File: src/rtl/sdram_seq_pkg.sv
package sdram_seq_pkg;

  typedef enum logic [2:0] {
    CMD_NOP,
    CMD_ACT,
    CMD_RD,
    CMD_WR,
    CMD_PRE
  } cmd_e;

  typedef enum logic [1:0] {
    ADR_ZERO,
    ADR_ROW,
    ADR_COL
  } adrSel_e;

  typedef enum logic [2:0] {
    ST_IDLE,
    ST_ROWLEAD,
    ST_ROW,
    ST_COL,
    ST_PRE
  } seqState_e;

  // strobes from control to datapath
  typedef struct packed {
    logic    load;
    cmd_e    cmd;
    logic    csOn;
    adrSel_e adrSel;
    logic    muxOn;
    logic    capture;
  } seqStrobe_t;

  // configuration latched at acceptance
  typedef struct packed {
    logic       isWrite;
    logic       muxDelay;
    logic       bufCmd;
    logic [1:0] casLat;
  } seqCfg_t;

endpackage

File: src/rtl/sdram_seq_dp.sv
module sdram_seq_dp
  import sdram_seq_pkg::*;
#(
  parameter int ROW_W  = 13,
  parameter int COL_W  = 10,
  parameter int DLY_W  = 4,
  parameter int ADDR_W = 13,
  parameter int RCD_W  = 5
) (
  input  logic              clk,
  input  logic              rstN,
  input  seqStrobe_t        strobe,
  input  logic              reqWrite,
  input  logic [ROW_W-1:0]  reqRow,
  input  logic [COL_W-1:0]  reqCol,
  input  logic              cfgMuxDelay,
  input  logic              cfgBufCmd,
  input  logic [1:0]        cfgCasLat,
  input  logic [DLY_W-1:0]  cfgActToRw,
  output seqCfg_t           latCfg,
  output logic [RCD_W-1:0]  latRcd,
  output logic              csN,
  output logic              rasN,
  output logic              casN,
  output logic              weN,
  output logic [ADDR_W-1:0] addr,
  output logic              muxSel,
  output logic              rdCapture
);

  logic [ROW_W-1:0] rowQ;
  logic [COL_W-1:0] colQ;
  logic [RCD_W-1:0] dlyExt, floorVal, minVal, dlyFloored, rcdNext;

  // effective activate-to-column spacing, computed from the live inputs
  always_comb begin
    dlyExt     = RCD_W'(cfgActToRw);
    floorVal   = cfgMuxDelay ? RCD_W'(2) : RCD_W'(1);
    dlyFloored = (dlyExt < floorVal) ? floorVal : dlyExt;
    minVal     = (cfgBufCmd ? RCD_W'(2) : RCD_W'(1)) + RCD_W'(cfgMuxDelay);
    rcdNext    = (dlyFloored < minVal) ? minVal : dlyFloored;
  end

  always_ff @(posedge clk or negedge rstN) begin
    if (!rstN) begin
      rowQ   <= '0;
      colQ   <= '0;
      latCfg <= '0;
      latRcd <= RCD_W'(1);
    end else if (strobe.load) begin
      rowQ           <= reqRow;
      colQ           <= reqCol;
      latCfg.isWrite <= reqWrite;
      latCfg.muxDelay <= cfgMuxDelay;
      latCfg.bufCmd  <= cfgBufCmd;
      latCfg.casLat  <= cfgCasLat;
      latRcd         <= rcdNext;
    end
  end

  // pin decode
  always_comb begin
    unique case (strobe.cmd)
      CMD_ACT: {rasN, casN, weN} = 3'b011;
      CMD_RD:  {rasN, casN, weN} = 3'b101;
      CMD_WR:  {rasN, casN, weN} = 3'b100;
      CMD_PRE: {rasN, casN, weN} = 3'b010;
      default: {rasN, casN, weN} = 3'b111;
    endcase
    csN = !(strobe.csOn && (strobe.cmd != CMD_NOP));
    unique case (strobe.adrSel)
      ADR_ROW: addr = ADDR_W'(rowQ);
      ADR_COL: addr = ADDR_W'(colQ);
      default: addr = '0;
    endcase
    muxSel    = strobe.muxOn;
    rdCapture = strobe.capture;
  end

endmodule

File: src/rtl/sdram_seq_ctrl.sv
module sdram_seq_ctrl
  import sdram_seq_pkg::*;
#(
  parameter int RCD_W = 5,
  parameter int CNT_W = 6
) (
  input  logic             clk,
  input  logic             rstN,
  input  logic             reqValid,
  input  logic [1:0]       cfgCasLat,
  input  logic             cfgMuxDelay,
  input  seqCfg_t          latCfg,
  input  logic [RCD_W-1:0] latRcd,
  output logic             reqReady,
  output logic             cfgErr,
  output seqStrobe_t       strobe
);

  seqState_e        state, stateNext;
  logic [CNT_W-1:0] el, elNext;
  logic [CNT_W-1:0] cmdLen, rcdLast, colEnd, colLast, preLast;
  logic             inCmd, accept;

  always_comb begin
    cmdLen  = latCfg.bufCmd ? CNT_W'(2) : CNT_W'(1);
    rcdLast = CNT_W'(latRcd) - CNT_W'(1);
    colEnd  = latCfg.isWrite ? cmdLen : (CNT_W'(latCfg.casLat) + CNT_W'(1));
    colLast = colEnd - CNT_W'(1);
    preLast = cmdLen - CNT_W'(1);
    inCmd   = (el < cmdLen);
  end

  assign cfgErr   = (cfgCasLat == 2'b00);
  assign reqReady = (state == ST_IDLE) && !cfgErr;
  assign accept   = reqValid && reqReady;

  // next state
  always_comb begin
    stateNext = state;
    elNext    = el + CNT_W'(1);
    unique case (state)
      ST_IDLE: begin
        elNext = '0;
        if (accept) stateNext = cfgMuxDelay ? ST_ROWLEAD : ST_ROW;
      end
      ST_ROWLEAD: begin
        elNext    = '0;
        stateNext = ST_ROW;
      end
      ST_ROW: begin
        if (el == rcdLast) begin
          stateNext = ST_COL;
          elNext    = '0;
        end
      end
      ST_COL: begin
        if (el == colLast) begin
          stateNext = ST_PRE;
          elNext    = '0;
        end
      end
      ST_PRE: begin
        if (el == preLast) begin
          stateNext = ST_IDLE;
          elNext    = '0;
        end
      end
      default: begin
        stateNext = ST_IDLE;
        elNext    = '0;
      end
    endcase
  end

  always_ff @(posedge clk or negedge rstN) begin
    if (!rstN) begin
      state <= ST_IDLE;
      el    <= '0;
    end else begin
      state <= stateNext;
      el    <= elNext;
    end
  end

  // strobes
  always_comb begin
    strobe         = '0;
    strobe.cmd     = CMD_NOP;
    strobe.adrSel  = ADR_ZERO;
    strobe.load    = (state == ST_IDLE) && accept;
    unique case (state)
      ST_ROWLEAD: begin
        strobe.adrSel = ADR_ROW;
        strobe.muxOn  = 1'b1;
      end
      ST_ROW: begin
        if (inCmd) begin
          strobe.cmd    = CMD_ACT;
          strobe.csOn   = (el == '0);
          strobe.adrSel = ADR_ROW;
          strobe.muxOn  = latCfg.muxDelay;
        end else if (latCfg.muxDelay && (el == rcdLast)) begin
          strobe.adrSel = ADR_COL;
        end
      end
      ST_COL: begin
        if (inCmd) begin
          strobe.cmd    = latCfg.isWrite ? CMD_WR : CMD_RD;
          strobe.csOn   = (el == '0);
          strobe.adrSel = ADR_COL;
        end
        strobe.capture = !latCfg.isWrite && (el == CNT_W'(latCfg.casLat));
      end
      ST_PRE: begin
        strobe.cmd  = CMD_PRE;
        strobe.csOn = (el == '0);
      end
      default: ;
    endcase
  end

endmodule

File: src/rtl/sdram_cmd_seq.sv
module sdram_cmd_seq
  import sdram_seq_pkg::*;
#(
  parameter int ROW_W = 13,
  parameter int COL_W = 10,
  parameter int DLY_W = 4
) (
  input  logic                                    clk,
  input  logic                                    rstN,
  input  logic                                    reqValid,
  output logic                                    reqReady,
  input  logic                                    reqWrite,
  input  logic [ROW_W-1:0]                        reqRow,
  input  logic [COL_W-1:0]                        reqCol,
  input  logic                                    cfgMuxDelay,
  input  logic                                    cfgBufCmd,
  input  logic [1:0]                              cfgCasLat,
  input  logic [DLY_W-1:0]                        cfgActToRw,
  output logic                                    cfgErr,
  output logic                                    csN,
  output logic                                    rasN,
  output logic                                    casN,
  output logic                                    weN,
  output logic [((ROW_W > COL_W) ? ROW_W : COL_W)-1:0] addr,
  output logic                                    muxSel,
  output logic                                    rdCapture
);

  localparam int ADDR_W = (ROW_W > COL_W) ? ROW_W : COL_W;
  localparam int RCD_W  = DLY_W + 1;
  localparam int CNT_W  = RCD_W + 1;

  seqStrobe_t       strobe;
  seqCfg_t          latCfg;
  logic [RCD_W-1:0] latRcd;

  sdram_seq_ctrl #(.RCD_W(RCD_W), .CNT_W(CNT_W)) uCtrl (
    .clk        (clk),
    .rstN       (rstN),
    .reqValid   (reqValid),
    .cfgCasLat  (cfgCasLat),
    .cfgMuxDelay(cfgMuxDelay),
    .latCfg     (latCfg),
    .latRcd     (latRcd),
    .reqReady   (reqReady),
    .cfgErr     (cfgErr),
    .strobe     (strobe)
  );

  sdram_seq_dp #(
    .ROW_W(ROW_W), .COL_W(COL_W), .DLY_W(DLY_W), .ADDR_W(ADDR_W), .RCD_W(RCD_W)
  ) uDp (
    .clk        (clk),
    .rstN       (rstN),
    .strobe     (strobe),
    .reqWrite   (reqWrite),
    .reqRow     (reqRow),
    .reqCol     (reqCol),
    .cfgMuxDelay(cfgMuxDelay),
    .cfgBufCmd  (cfgBufCmd),
    .cfgCasLat  (cfgCasLat),
    .cfgActToRw (cfgActToRw),
    .latCfg     (latCfg),
    .latRcd     (latRcd),
    .csN        (csN),
    .rasN       (rasN),
    .casN       (casN),
    .weN        (weN),
    .addr       (addr),
    .muxSel     (muxSel),
    .rdCapture  (rdCapture)
  );

endmodule

File: config.mk
export PLATFORM = sky130hd
export DESIGN_NAME = sdram_cmd_seq
export DESIGN_NICKNAME = d
export VERILOG_FILES = /design/src/rtl/sdram_seq_pkg.sv /design/src/rtl/sdram_seq_dp.sv /design/src/rtl/sdram_seq_ctrl.sv /design/src/rtl/sdram_cmd_seq.sv
export SDC_FILE = /design/constraint.sdc
export NUM_CORES = 1
export LEC_CHECK = 0
export BUFFER_PORTS_ARGS = -buffer_cell sky130_fd_sc_hd__buf_4
export CAP_MARGIN = 10
export CELL_PAD_IN_SITES_DETAIL_PLACEMENT = 0
export CELL_PAD_IN_SITES_GLOBAL_PLACEMENT = 1
export CORE_MARGIN = 1.5
export CORE_UTILIZATION = 30
export CTS_CLUSTER_SIZE = 28
export DETAILED_ROUTE_END_ITERATION = 6
export PLACE_DENSITY_LB_ADDON = 0.1
export SYNTH_ARGS = -nofsm -noshare
export SYNTH_HDL_FRONTEND = slang
export SYNTH_SLANG_ARGS = --single-unit
File: constraint.sdc
create_clock -name clk -period 3.5 [get_ports clk]
set_input_delay 0.525 -clock clk [delete_from_list [all_inputs] [get_ports clk]]
set_output_delay 0.525 -clock clk [all_outputs]
set_load 0.02 [all_outputs]
# == Word-level counts from Yosys, hierarchy flattened ==
# Cells that the tools add are included.
# W data, S select, Z words.
# totals
reg_bits,42
in_bits,35
elab_cells,83
# classes
add_sub_neg,6
magnitude_cmp,3
eq_ne,18
mux,30
reduce_logical,17
# op_table
operator,count
$mux W6,5
$pmux W13 S2,1
$eq A6 B6 Y1,3
$pmux W6 S3,1
$pmux W3 S5,1
$mux W2,7
$eq A3 B2 Y1 const B,4
$mux W3,4
$pmux W4 S3,1
$sub A6 B1 Y6 const B,2
$mux W5,2
$ne A2 B1 Y1 const B,4
$add A6 B1 Y6 const B,1
$eq A3 B1 Y1 const B,2
$eq A3 B3 Y1 const B,2
$eq A6 B2 Y1,1
$logic_and A1 B1 Y1,6
$logic_not A6 Y1,1
$lt A6 B6 Y1,1
$mux W1,6
$pmux W2 S3,1
$reduce_or A2 Y1,3
$sub A5 B1 Y6 const B,1
$add A5 B1 Y5,1
other kinds (11),13

# == Depth between registers and ports, before layout ==
# Gate-level depths: netlist (run 1).
# logic_depth
ltp_word,8
ltp_mapped,12
ltp_nobuf,10

# == By module ==
# From an unflattened synthesis (run 1), not the netlist that was laid out.
# hier_totals
cells_unflattened,266
area_unflattened_um2,2650.0
# modules_own_cells
module,n_inst,cells_per_inst,area_each_um2
sdram_seq_dp,1,139,1626.6
sdram_seq_ctrl,1,127,1023.5

# == Worst setup path before layout (run 1) ==
# OpenSTA, ideal clock, no wires.
# synth_timing
path_kind,reg-to-output
from,register uDp.latRcd[0]
to,output port addr[0] (netlist bit)
t_arrival_ns,2.545
required_time_ns,2.975
path_slack_ns,0.430
stages_incl_launch_ff,12
n_path_buf,1
cell_sequence,dfstp_2 inv_1 ha_1 xnor2_1 nor2_1 o2111ai_1 o31ai_1 and2_1 ha_1 clkbuf_1 a22oi_1 nor2_1
# synth_between
elab_chain_cells,8
# synth_rtl
item,line,text
from (decl),sdram_seq_dp.sv:21,"output logic [RCD_W-1:0] latRcd,"
from (signal assigned),sdram_seq_dp.sv:57,latRcd <= rcdNext;
$sub A5 B1 Y6 *,sdram_seq_ctrl.sv:26,rcdLast = CNT_W'(latRcd) - CNT_W'(1);
$eq A6 B6 Y1 *,sdram_seq_ctrl.sv:102,end else if (latCfg.muxDelay && (el == rcdLast)) begin
$logic_and A1 B1 Y1 *,sdram_seq_ctrl.sv:102,
$mux W2 *,sdram_seq_ctrl.sv:102,
$mux W2 *,sdram_seq_ctrl.sv:97,if (inCmd) begin
$pmux W2 S3 *,sdram_seq_ctrl.sv:91,unique case (state)
$eq A2 B2 Y1 / $eq A2 B1 Y1 (equally long branches),sdram_seq_dp.sv:71,unique case (strobe.adrSel)
$pmux W13 S2 *,sdram_seq_dp.sv:71,
to (decl),sdram_cmd_seq.sv:24,"output logic [((ROW_W > COL_W) ? ROW_W : COL_W)-1:0] addr,"
# Mark *: on every way between the ends. The rest lies on a longest branch, timed or not.

# == Final worst setup path (run 1) ==
# layout_timing
from,register uCtrl.el[3]
to,output port addr[5] (netlist bit)
# layout_between
elab_chain_cells,7
# layout_rtl
item,line,text
from (decl),sdram_seq_ctrl.sv:20,"logic [CNT_W-1:0] el, elNext;"
from (signal assigned),sdram_seq_ctrl.sv:81,el <= elNext;
"parallel branches: the longest is 4 deep, another holds $lt A6 B6 Y1",n/a,
$pmux W2 S3 *,sdram_seq_ctrl.sv:91,
$eq A2 B2 Y1 / $eq A2 B1 Y1 (equally long branches),sdram_seq_dp.sv:71,
$pmux W13 S2 *,sdram_seq_dp.sv:71,
# Every way passes the cells marked *.

==> metrics.txt, run 1 <==
Die W=94.5 um; commonest cells after routing, fill and taps aside=nand2_1 (98), buf_4 (65), dfrtp_1 (40); layout cell share with drive strength beyond 1=24.3%; sequential fraction of the synthesis area=40.9%; most common cell after layout, fill and taps aside=nand2_1; Die Y=94.5 um; worst clock skew=0.00715 ns; FF-to-FF End=uCtrl.el[3]$_DFF_PN0_; yosys warns=0; Final TNS setup=0 ns; vias=2,134; EDFF count, synth=0; power per cell area=872 nW/um^2; Synth Area in Adders=7.47%; Yosys top cell area share=39.8%; Rows=33; final setup violation count=0; Post-Syn Area=2510 um^2; # diodes=0; area delta synth->final=26.3%; final RePlAce weighted congestion=0.738; antenna viol nets, final=0; vias in the first global route=2,041; Worst Reg-to-Reg Cells=8; CP startpoint=uCtrl.el[3]$_DFF_PN0_; Worst VDD drop=0.246 mV; Mapped Cells=300; Max FO, Critical Path=10; die area=8940 um^2; status=complete, no violations; nets=403; max-cap viol count=0; slew margin rel.=64.0%; XOR/XNOR share of the synthesized area=5.57%; Synth area leaders=dfrtp_1 (40%), nand2_1 (15%), ha_1 (7.5%); worst slew pin tran=0.540 ns; DR iter-0 viols=132; max-slew violations=0; FF-to-FF Start=uDp.latCfg[4]$_DFFE_PN0P_; drt first pass iters=4; total CTS buffers=5; total gr overflow=0; number of remaining DRC errors=0; CP endpoint=addr[5]; largest family of logic cells by synthesized area=simple AND/OR/NAND/NOR gates; area leader, netlist=dfrtp_1; initial core utilization=30.7%; CTS max path bufs=2; largest net degree at the start of global routing=42; clock-pin slew on the worst setup and hold paths=0.08 ns; fill count=873; number of buffers added on ports=55; Unique masters post-synth=46; CTS tree=yes; final WL=6080 um; critical path capture point type=output port; multiplexer area fraction after synthesis=1.24%; HPWL after detailed placement=4440 um; Fin. Hold Viols=0; vias per inst=4.65; ys async rst share=100%; I/O pins=56; Tot GR Track Use=14.7%; unrepaired setup endpoints after global routing=false; root buffer cell=clkbuf_8; syn_nets=350; first-pass GRT wire length=10,000 um; synthesized area per cell=8.38 um^2; CTS H-tree depth=2; Max Clk Rate=303 MHz; Synth Area in Simple Gates=28.4%; overall power=2.77 mW; drt wl/cell=13.3 um; Seq cells post-synth=41; Reg2Reg Setup Slack=0.86 ns; core area=8180 um^2; worst min-delay path class=in -> async; post-synthesis compound-gate area fraction=11.4%; Final period util=94.4%; Leak Pwr=1.57 nW; CP Launch Type=flip-flop; Crit path arrival time=2.78 ns; CP Class=reg -> out; initial antenna violation count=0; clk sink count=41; Tmin final=3.30 ns; worst-skew pair later-pin latency=0.29 ns; CP required=2.97 ns; main flop type after synthesis=dfrtp_1
==> sequential cells by signal, indices dropped and copies added, names as in the netlist <==
signal and flops:
uCtrl.state 3, uDp.latRcd 4, uDp.rowQ 13, uDp.latCfg 5, uCtrl.el 6, uDp.colQ 10
==> through the flow <==
step                util (%)  instance area, um^2  instances  setup WS (ns)  hold slack (ns)
global route            38.8                 3180        459         0.0273            0.253
CTS                     38.5                 3150        456         0.0484            0.236
finish                  38.8                 3180        459          0.197            0.209
floorplan                  -                 2510        300          0.430            0.229
global placement        36.9                 3020        448          0.312            0.450
detailed placement      36.9                 3020        448          0.298            0.454
==> routing by layer <==
metal | vias up | wire [um] | GRT usage [%]
li1 | 1087 | - | -
met1 | 1001 | 3090 | 21.0
met2 | 40 | 2670 | 22.4
met3 | 6 | 247 | 2.74
met4 | 0 | 74 | 4.48
met5 | - | 0 | 0
==> synthesized netlist by cell type, types with 2 or more instances <==
cell type and count:
mux2i_1 2, o21ba_1 2, nand3_1 5, dfrtp_1 40, nor4_1 2, a21oi_1 3
buf_6 2, a21boi_0 2, nand2b_1 2, nor3_1 3, xnor2_1 11, inv_1 9
nor2b_1 6, buf_2 4, a22oi_1 11, or2_2 2, nand2_1 98, clkbuf_1 13
xor2_1 5, a31oi_1 2, and2_1 7, nor2_1 25, o21bai_1 3, ha_1 15
o21ai_0 5
==> logic make-up after synthesis <==
kind of cell             Yosys count
multiplexers                       3
AO/OA/AOI/OAI                     37
flip-flops                        41
XOR/XNOR                          16
adder cells (fa/ha/maj)           15
buffers and inverters             28
AND/OR/NAND/NOR                  160
==> where the power goes <==
group | total (mW) | switching (mW) | internal [mW]
clock network | 0.398 | 0.166 | 0.232
registers | 0.861 | 0.185 | 0.676
logic | 1.51 | 0.821 | 0.691
total | 2.77 | 1.17 | 1.60
==> layout make-up <==
type                       instances  area [um^2]  share of cell area [%]
tap                              105          131                    4.14
clock buffer                       6         82.6                    2.60
sequential                        41         1030                    32.3
timing repair buffer              65          488                    15.4
clock inverter                     2         37.5                    1.18
inverter                           9         33.8                    1.06
multi-input combinational        231         1380                    43.3
==> worst max-delay path, stage by stage (launching register included) <==
cell	delay [ns]
dfrtp_1	0.48
or4_4	0.60
nor3_4	0.24
buf_4	0.15
nand2_1	0.06
o31ai_2	0.08
nand2_1	0.08
ha_1	0.31
buf_4	0.18
nor2_1	0.15
buf_4	0.16
==> repair_timing <==
item | 4_1_cts | 5_1_grt
hold buffers | 0 | 0
endpoints found under the setup margin | 6 | 13
pin swaps | 1 | 2
buffers inserted | 0 | 3
gates resized for setup | 1 | 2
==> worst min path at each step <==
stage | start | end | slack (ns)
after detailed placement | uDp.rowQ[12]$_DFFE_PN0P_ | uDp.rowQ[12]$_DFFE_PN0P_ | 0.45
after global placement | uDp.rowQ[12]$_DFFE_PN0P_ | uDp.rowQ[12]$_DFFE_PN0P_ | 0.45
after global routing | rstN | uDp.latRcd[2]$_DFFE_PN0P_ | 0.25
final | rstN | uCtrl.el[2]$_DFF_PN0_ | 0.21
after CTS | rstN | uCtrl.el[2]$_DFF_PN0_ | 0.24
after floorplan | rstN | uCtrl.el[0]$_DFF_PN0_ | 0.23
Power figures use the tool's default switching activity.
==> run 2, diff against run 1 <==
==> constraint.sdc (replaced) <==
create_clock -name clk -period 3.5 [get_ports clk]
set_input_delay 0.525 -clock clk [delete_from_list [all_inputs] [get_ports clk]]
set_output_delay 0.525 -clock clk [all_outputs]
set_load 0.1 [all_outputs]
==> run 2 against run 1 <==
Via count is 0.37% higher. Sequential share of layout area is 1.6 points lower. Critical endpoint is now addr[2]. Non-clock buffer count is 6 higher.
==> metrics.txt, run 2 (synthesis results as in run 1) <==
max-slew violations=0 (unchanged); CP Cell Sequence=or4_4 > nor3_4 > nand2_1 > nor2_1 > o21ba_1 > ha_4 > buf_4 > nor2_1 > buf_6 (was or4_4 > nor3_4 > buf_4 > nand2_1 > o31ai_2 > nand2_1 > ha_1 > buf_4 > nor2_1 > buf_4); placed inst area=3090 um^2 (was 3020 um^2); first-pass GRT wire length=10,400 um (was 10,000 um); CTS tree=yes (unchanged); drt wl/cell=13.6 um (was 13.3 um); DR iter-0 viols=76 (was 132); Die Y=94.5 um (unchanged); CTS max path bufs=2 (unchanged); Worst Path Buf+Inv=2 (was 3); CP required=2.97 ns (about the same); antenna viol nets, final=0 (unchanged); CP Launch Type=flip-flop (unchanged); drt first pass iters=4 (unchanged); Post-Place Worst Slack=0.213 ns (was 0.298 ns); die area=8940 um^2 (unchanged); initial antenna violation count=0 (unchanged); initial core utilization=30.7% (unchanged); final RePlAce weighted congestion=0.716 (was 0.738); most used cell, CP=nor2_1 (was buf_4); max FFs per register=13 (unchanged); Max FO, Critical Path=9 (was 10); worst min-delay path class=in -> async (unchanged); final setup violation count=0 (unchanged); Reg2Reg Setup Slack=0.85 ns (was 0.86 ns); Die W=94.5 um (unchanged); clock-pin slew on the worst setup and hold paths=0.08 ns (about the same); max-cap viol count=0 (unchanged); worst clock skew=0.00561 ns (was 0.00715 ns); Rows=33 (unchanged); Largest Register=uDp.rowQ (unchanged); nets=409 (was 403); Crit path arrival time=2.86 ns (was 2.78 ns); Largest regs=uDp.rowQ: 13 flops, uDp.colQ: 10 flops, uCtrl.el: 6 flops (unchanged); Max stage delay on crit path=0.57 ns (was 0.60 ns); core area=8180 um^2 (unchanged); Fin. Hold Viols=0 (unchanged); total gr overflow=0 (unchanged); I/O pins=56 (unchanged); # diodes=0 (unchanged); Setup WS post-layout=0.114 ns (was 0.197 ns); HPWL after detailed placement=4780 um (was 4440 um); status=complete, no violations (unchanged); final WL=6340 um (was 6080 um); root buffer cell=clkbuf_8 (unchanged); Core Util, Final=40.9% (was 38.8%); worst slew pin tran=0.560 ns (was 0.540 ns); power per cell area=1050 nW/um^2 (was 872 nW/um^2); Max Clk Rate=295 MHz (was 303 MHz); vias in the first global route=2,141 (was 2,041); number of buffers added on ports=55 (unchanged); Final TNS setup=0 ns (unchanged); worst-skew pair later-pin latency=0.30 ns (was 0.29 ns); number of remaining DRC errors=0 (unchanged); critical path capture point type=output port (unchanged); area delta synth->final=33.0% (was 26.3%); slew margin rel.=62.7% (was 64.0%); vias per inst=4.61 (was 4.65); design area=3340 um^2 (was 3180 um^2); Final period util=96.7% (was 94.4%); CTS H-tree depth=2 (unchanged); vias=2,142 (was 2,134); layout cell share with drive strength beyond 1=29.2% (was 24.3%); fill count=860 (was 873); Critical-path top delay cell=or4_4 (unchanged); family with the most delay on the worst path=simple AND/OR/NAND/NOR gates (unchanged); clk sink count=41 (unchanged); Tot GR Track Use=15.2% (was 14.7%); Tmin final=3.39 ns (was 3.30 ns); Leak Pwr=1.61 nW (was 1.57 nW); largest net degree at the start of global routing=42 (unchanged); most common cell after layout, fill and taps aside=nand2_1 (unchanged); Fin Hold WS=0.204 ns (was 0.209 ns); total CTS buffers=5 (unchanged); commonest cells after routing, fill and taps aside=nand2_1 (98), buf_4 (61), dfrtp_1 (39) (was nand2_1 (98), buf_4 (65), dfrtp_1 (40)); Worst VDD drop=0.355 mV (was 0.246 mV); CP Class=reg -> out (unchanged)
-- run 2: per-stage QoR --
step,cells,total power [mW]
6_report,465,3.51
5_1_grt,465,3.76
4_1_cts,460,3.40
3_5_place_dp,452,2.95
3_3_place_gp,452,2.94
2_1_floorplan,300,2.46
-- run 2: final cells by class --
cell class | instances | area [um^2] | area share [%]
clock buffer | 6 | 82.6 | 2.47
clock inverter | 2 | 37.5 | 1.12
inverter | 9 | 33.8 | 1.01
multi-input combinational | 231 | 1450 | 43.4
sequential | 41 | 1030 | 30.8
tap | 105 | 131 | 3.93
timing repair buffer | 71 | 579 | 17.3
-- run 2: worst register-to-register path: cells and delay by family, from the launching register on --
family	cells	cell delay, ns
compound gates	2	0.66
flops	1	0.50
fa+ha+maj	2	0.49
mux	1	0.40
simple gates	2	0.34
xor+xnor	1	0.13
-- run 2: path summary, 6_finish.rpt --
path                                      startpoint  depth (start not counted)                         to
max                            uCtrl.el[3]$_DFF_PN0_                          9                    addr[2]
min                                             rstN                          1      uCtrl.el[2]$_DFF_PN0_
max reg2reg                uDp.latCfg[4]$_DFFE_PN0P_                          8      uCtrl.el[5]$_DFF_PN0_
min reg2reg                 uDp.rowQ[10]$_DFFE_PN0P_                          2   uDp.rowQ[10]$_DFFE_PN0P_
max in group asynchronous                       rstN                          1  uDp.latRcd[0]$_DFFE_PN1P_
min in group clk                           reqRow[2]                          3    uDp.rowQ[2]$_DFFE_PN0P_
-- run 2: repair_timing --
| item | CTS | global route |
|---|---|---|
| pin swaps | 1 | 3 |
| buffers inserted | 0 | 5 |
| resized for setup | 10 | 11 |
| endpoints found under the setup margin | 10 | 13 |
| hold buffers | 0 | 0 |
-- run 2: per-layer routing --
| metal | GRT usage, % | up-vias | routed length (um) |
|---|---|---|---|
| met5 | 0 | - | 0 |
| met4 | 5.22 | 0 | 93 |
| met3 | 2.58 | 8 | 213 |
| met2 | 23.0 | 35 | 2770 |
| met1 | 21.9 | 997 | 3260 |
| li1 | - | 1102 | - |
-- run 2: power breakdown --
group	switching (mW)	total, mW	internal [mW]
Clock	0.178	0.410	0.232
Combinational	1.44	2.23	0.799
Sequential	0.185	0.861	0.676
